===== src/rtl/lead_lag_pd_pkg.sv =====
package lead_lag_pd_pkg;
  typedef struct packed {
    logic markEdge;
    logic markDeduct;
    logic markAdd;
  } pdStrobes_t;
endpackage


===== src/rtl/lead_lag_pd_dp.sv =====
module lead_lag_pd_dp
  import lead_lag_pd_pkg::*;
#(
  parameter int SYNC_STAGES = 2
) (
  input  logic       clk,
  input  logic       rstN,
  input  logic       serialIn,
  input  pdStrobes_t strobes,
  output logic       edgeNow,
  output logic       edgePulse,
  output logic       deductPulse,
  output logic       addPulse
);
  localparam int CHAIN_LEN = SYNC_STAGES + 1;

  logic [CHAIN_LEN-1:0] chain;

  genvar gi;
  generate
    for (gi = 0; gi < CHAIN_LEN; gi++) begin : g_sync
      if (gi == 0) begin : g_first
        always_ff @(posedge clk) begin
          if (!rstN) chain[gi] <= 1'b0;
          else       chain[gi] <= serialIn;
        end
      end else begin : g_rest
        always_ff @(posedge clk) begin
          if (!rstN) chain[gi] <= 1'b0;
          else       chain[gi] <= chain[gi-1];
        end
      end
    end
  endgenerate

  // newest synchronized sample high, previous one low
  assign edgeNow = chain[SYNC_STAGES-1] & ~chain[SYNC_STAGES];

  always_ff @(posedge clk) begin
    if (!rstN) begin
      edgePulse   <= 1'b0;
      deductPulse <= 1'b0;
      addPulse    <= 1'b0;
    end else begin
      edgePulse   <= strobes.markEdge;
      deductPulse <= strobes.markDeduct;
      addPulse    <= strobes.markAdd;
    end
  end
endmodule


===== src/rtl/lead_lag_pd_ctl.sv =====
module lead_lag_pd_ctl
  import lead_lag_pd_pkg::*;
(
  input  logic       edgeNow,
  input  logic       bitClk,
  input  logic       addEnable,
  output pdStrobes_t strobes
);
  always_comb begin
    strobes.markEdge   = edgeNow;
    strobes.markDeduct = edgeNow & bitClk;
    strobes.markAdd    = edgeNow & ~bitClk & addEnable;
  end
endmodule


===== src/rtl/lead_lag_pd.sv =====
module lead_lag_pd
  import lead_lag_pd_pkg::*;
#(
  parameter int SYNC_STAGES = 2
) (
  input  logic clk,
  input  logic rstN,
  input  logic serialIn,
  input  logic bitClk,
  input  logic addEnable,
  output logic edgePulse,
  output logic deductPulse,
  output logic addPulse
);
  logic       edgeNow;
  pdStrobes_t strobes;

  lead_lag_pd_dp #(.SYNC_STAGES(SYNC_STAGES)) u_dp (
    .clk(clk), .rstN(rstN), .serialIn(serialIn), .strobes(strobes),
    .edgeNow(edgeNow), .edgePulse(edgePulse),
    .deductPulse(deductPulse), .addPulse(addPulse)
  );

  lead_lag_pd_ctl u_ctl (
    .edgeNow(edgeNow), .bitClk(bitClk), .addEnable(addEnable),
    .strobes(strobes)
  );
endmodule


===== config.mk =====
export PLATFORM = sky130hd
export DESIGN_NAME = lead_lag_pd
export DESIGN_NICKNAME = d
export VERILOG_FILES = /design/src/rtl/lead_lag_pd_pkg.sv /design/src/rtl/lead_lag_pd_dp.sv /design/src/rtl/lead_lag_pd_ctl.sv /design/src/rtl/lead_lag_pd.sv
export SDC_FILE = /design/constraint.sdc
export NUM_CORES = 1
export LEC_CHECK = 0
export BUFFER_PORTS_ARGS = -buffer_cell sky130_fd_sc_hd__buf_2
export CAP_MARGIN = 20
export CORE_AREA = 5 5 42 44
export DETAILED_ROUTE_END_ITERATION = 7
export DIE_AREA = 0 0 47 49
export GPL_ROUTABILITY_DRIVEN = 0
export GPL_TIMING_DRIVEN = 0
export PLACE_DENSITY = 0.3
export SLEW_MARGIN = 30
export SYNTH_ARGS = -nofsm -noshare
export SYNTH_HDL_FRONTEND = slang
export SYNTH_HIERARCHICAL = 1
export SYNTH_SLANG_ARGS = --single-unit

===== constraint.sdc =====
create_clock -name clk -period 0.9 [get_ports clk]
set_input_delay 0 -clock clk [delete_from_list [all_inputs] [get_ports clk]]
set_output_delay 0 -clock clk [all_outputs]
set_load 0.05 [all_outputs]

==> impl_metrics.py <==
metrics = {
    "layout": {
        "area_growth_syn_to_layout_pct": 50.7,
        "antenna_cells": 0,
        "layout-drive-gt1-share_pct": 48.1,
        "multi_input_comb_area_um2": 67.6,
        "register_area_um2": 120,
        "fill_cells": 162,
        "nNetsFinal": 34,
    },
    "floorplanning": {
        "initial_utilization_pct": 13.4,
        "rows": 14,
        "fp.dieW_um": 47,
        "io_pins": 8,
        "die_area_um2": 2300,
        "fp.coreArea_um2": 1400,
        "die_h_um": 49,
    },
    "setup_path": {
        "critical_path_class": "reg -> reg",
        "critPathLaunchType": "flop",
        "r2r_start": "u_dp/chain[1]",
        "r2r_end": "u_dp/deductPulse",
        "critPathCaptureType": "flop",
        "worst_ep_required_time_ns": 1.03,
        "crit_arrival_ns": 0.97,
        "critical_path.max_fanout": 3,
        "ff2ff_setup_slack_ns": 0.06,
        "r2r_cells": 3,
    },
    "detailed_routing": {
        "avgViaCountPerCell": 3.21,
        "dr_total_vias": 138,
        "finalWirelength_um": 310,
        "drtPass1Iterations": 2,
        "drtIter0Drc": 3,
        "postRouteAntennaNets": 0,
        "drc": 0,
        "routedWlPerCell_um": 7.21,
    },
    "global_routing": {
        "gr-usage-met2_pct": 4.75,
        "antenna_found_initial": 0,
        "grt_pass1_wl_um": 558,
        "grt_use_met1_pct": 3.10,
        "grt_max_degree": 7,
        "grt_pass1_vias": 151,
        "busiest_layer": "met3",
        "grt.overflow.total": 0,
        "grtUsageTotal_pct": 4.16,
        "grt_use_met3_pct": 6.64,
    },
    "clocking": {
        "cts_made_buffers": 3,
        "htreeDepth": 1,
        "cts_setup_buffers": 0,
        "cts_tree": "built",
        "clkTransAtPathRegs_ns": 0.04,
        "cts_root_buf": "clkbuf_4",
        "clockBufferDepth": 2,
        "cts_sinks": 6,
        "clkLatencyLatePin_ns": 0.24,
    },
    "synth": {
        "synth_edf_count": 0,
        "synth.distinct_cells": 6,
        "async_flop_share_pct": 0,
        "synth_common_cells": "and2_1 (6), dfxtp_1 (6)",
        "synth_area_um2": 188,
        "seq_area_frac_synth_pct": 64.0,
        "synth_top_cell_area_share_pct": 64.0,
        "yosys-top-cells-area": "dfxtp_1 (64%), and2_1 (20%), and3b_1 (4.7%)",
        "synth_area_per_cell_um2": 11.7,
        "syn_nets": 21,
        "synth-main-ff-cell": "dfxtp_1",
        "ys_warn_count": 6,
        "netlist_instances": 16,
        "yosysTopAreaCell": "dfxtp_1",
        "synth_seq_cells": 6,
    },
    "placement": {
        "portBuffers": 7,
    },
    "pwr": {
        "p_per_area_nw_per_um2": 1950,
        "peakVddDrop_uv": 707,
        "total_power_mw": 0.552,
        "power.leakage_nw": 0.138,
    },
    "min_path": {
        "hold_depth": 2,
        "min_to": "u_dp/addPulse",
        "hold_path.class": "in -> reg",
        "worst_hold_startpoint": "rstN",
    },
    "timing": {
        "slew_headroom_pct": 83.5,
        "finalHoldViolCount": 0,
        "rsz0062_at_grt": "no",
        "fmax_ghz": 1.19,
        "worstMarginPinSlew_ns": 0.250,
        "maxSlewViolCount": 0,
        "min_period_ns": 0.840,
        "fin_crit_sh_pct": 93.3,
        "hold_ws_ns": 0.0225,
        "setup_viol": 0,
        "setup_tns_ns": 0,
        "clock-skew-final_ns": 0.00160,
    },
    "job": {
        "cap_viol_max_count": 0,
    },
    "status": {
        "run_status": "finished clean",
    },
}
[final cells by class]
cell class / count / share of cell area, %
clock buffers: 3 / 7.96
well taps: 16 / 7.08
repair buffers: 8 / 15.9
plain buffers: 1 / 2.65
multi-input cells: 9 / 23.9
flip-flops and latches: 6 / 42.5
[cells by family (layout without fill, tap and decap cells)]
logic type | after synthesis | count (layout) | share of synthesized area [%]
and+or+nand+nor | 9 | 9 | 32.0
DFF | 6 | 6 | 64.0
buffers and inverters | 1 | 12 | 4.00
[worst max path at each step]
| stage | startpoint | to |
|---|---|---|
| 3_3_place_gp | u_dp/chain[1] | u_dp/deductPulse |
| 3_5_place_dp | u_dp/chain[1] | u_dp/deductPulse |
| 2_1_floorplan | u_dp/chain[1] | u_dp/deductPulse |
| 4_1_cts | u_dp/chain[1] | u_dp/deductPulse |
| 6_report | u_dp/chain[1] | u_dp/deductPulse |
| 5_1_grt | u_dp/chain[1] | u_dp/deductPulse |
[critical path, cell delays in order, from the launching register on]
cell,delay [ns]
dfxtp_1,0.30
nor2b_4,0.12
and2_2,0.17
and2_1,0.14
[flip-flops by register name (all words and copies together) (netlist names)]
signal,cells
u_dp/addPulse,1
u_dp/chain,3
u_dp/deductPulse,1
u_dp/edgePulse,1
[power by group]
part	switching (mW)	leakage (nW)	internal (mW)
registers	0.00246	0.0490	0.275
clock network	0.0877	0.0138	0.150
logic	0.0167	0.0751	0.0202
total	0.107	0.138	0.445
[stage by stage]
stage                     utilization (%)  instance area [um2]  worst slack [ns]  std cells
after global routing                 20.2                  283           0.00653         43
after detailed placement             17.3                  243            0.0430         39
after global placement               17.3                  243            0.0336         39
after floorplan                         -                  188            0.0683         16
after CTS                            19.6                  275            0.0377         43
final                                20.2                  283            0.0603         43
[routing by layer]
| layer | share of wire, % | vias to the layer above | wire [um] |
|---|---|---|---|
| met4 | 0 | 0 | 0 |
| met2 | 48 | 8 | 149 |
| met5 | 0 | - | 0 |
| li1 | - | 72 | - |
| met1 | 34 | 58 | 106 |
| met3 | 17 | 0 | 53 |
[placed cells by master, fill, tap and decap left out]
| cell type | n |
|---|---|
| buf_2 | 7 |
| and2_1 | 6 |
| dfxtp_1 | 6 |
| clkbuf_4 | 3 |
| dlygate4sd3_1 | 1 |
| and2_2 | 1 |
| and3b_1 | 1 |
| buf_4 | 1 |
| nor2b_4 | 1 |
[timing repair]
action / CTS / global route
hold endpoints to repair: 1 / 0
setup endpoints to repair: 0 / 1
hold buffers: 1 / 0
gates resized for setup: 0 / 2
Power figures use the tool's default switching activity.
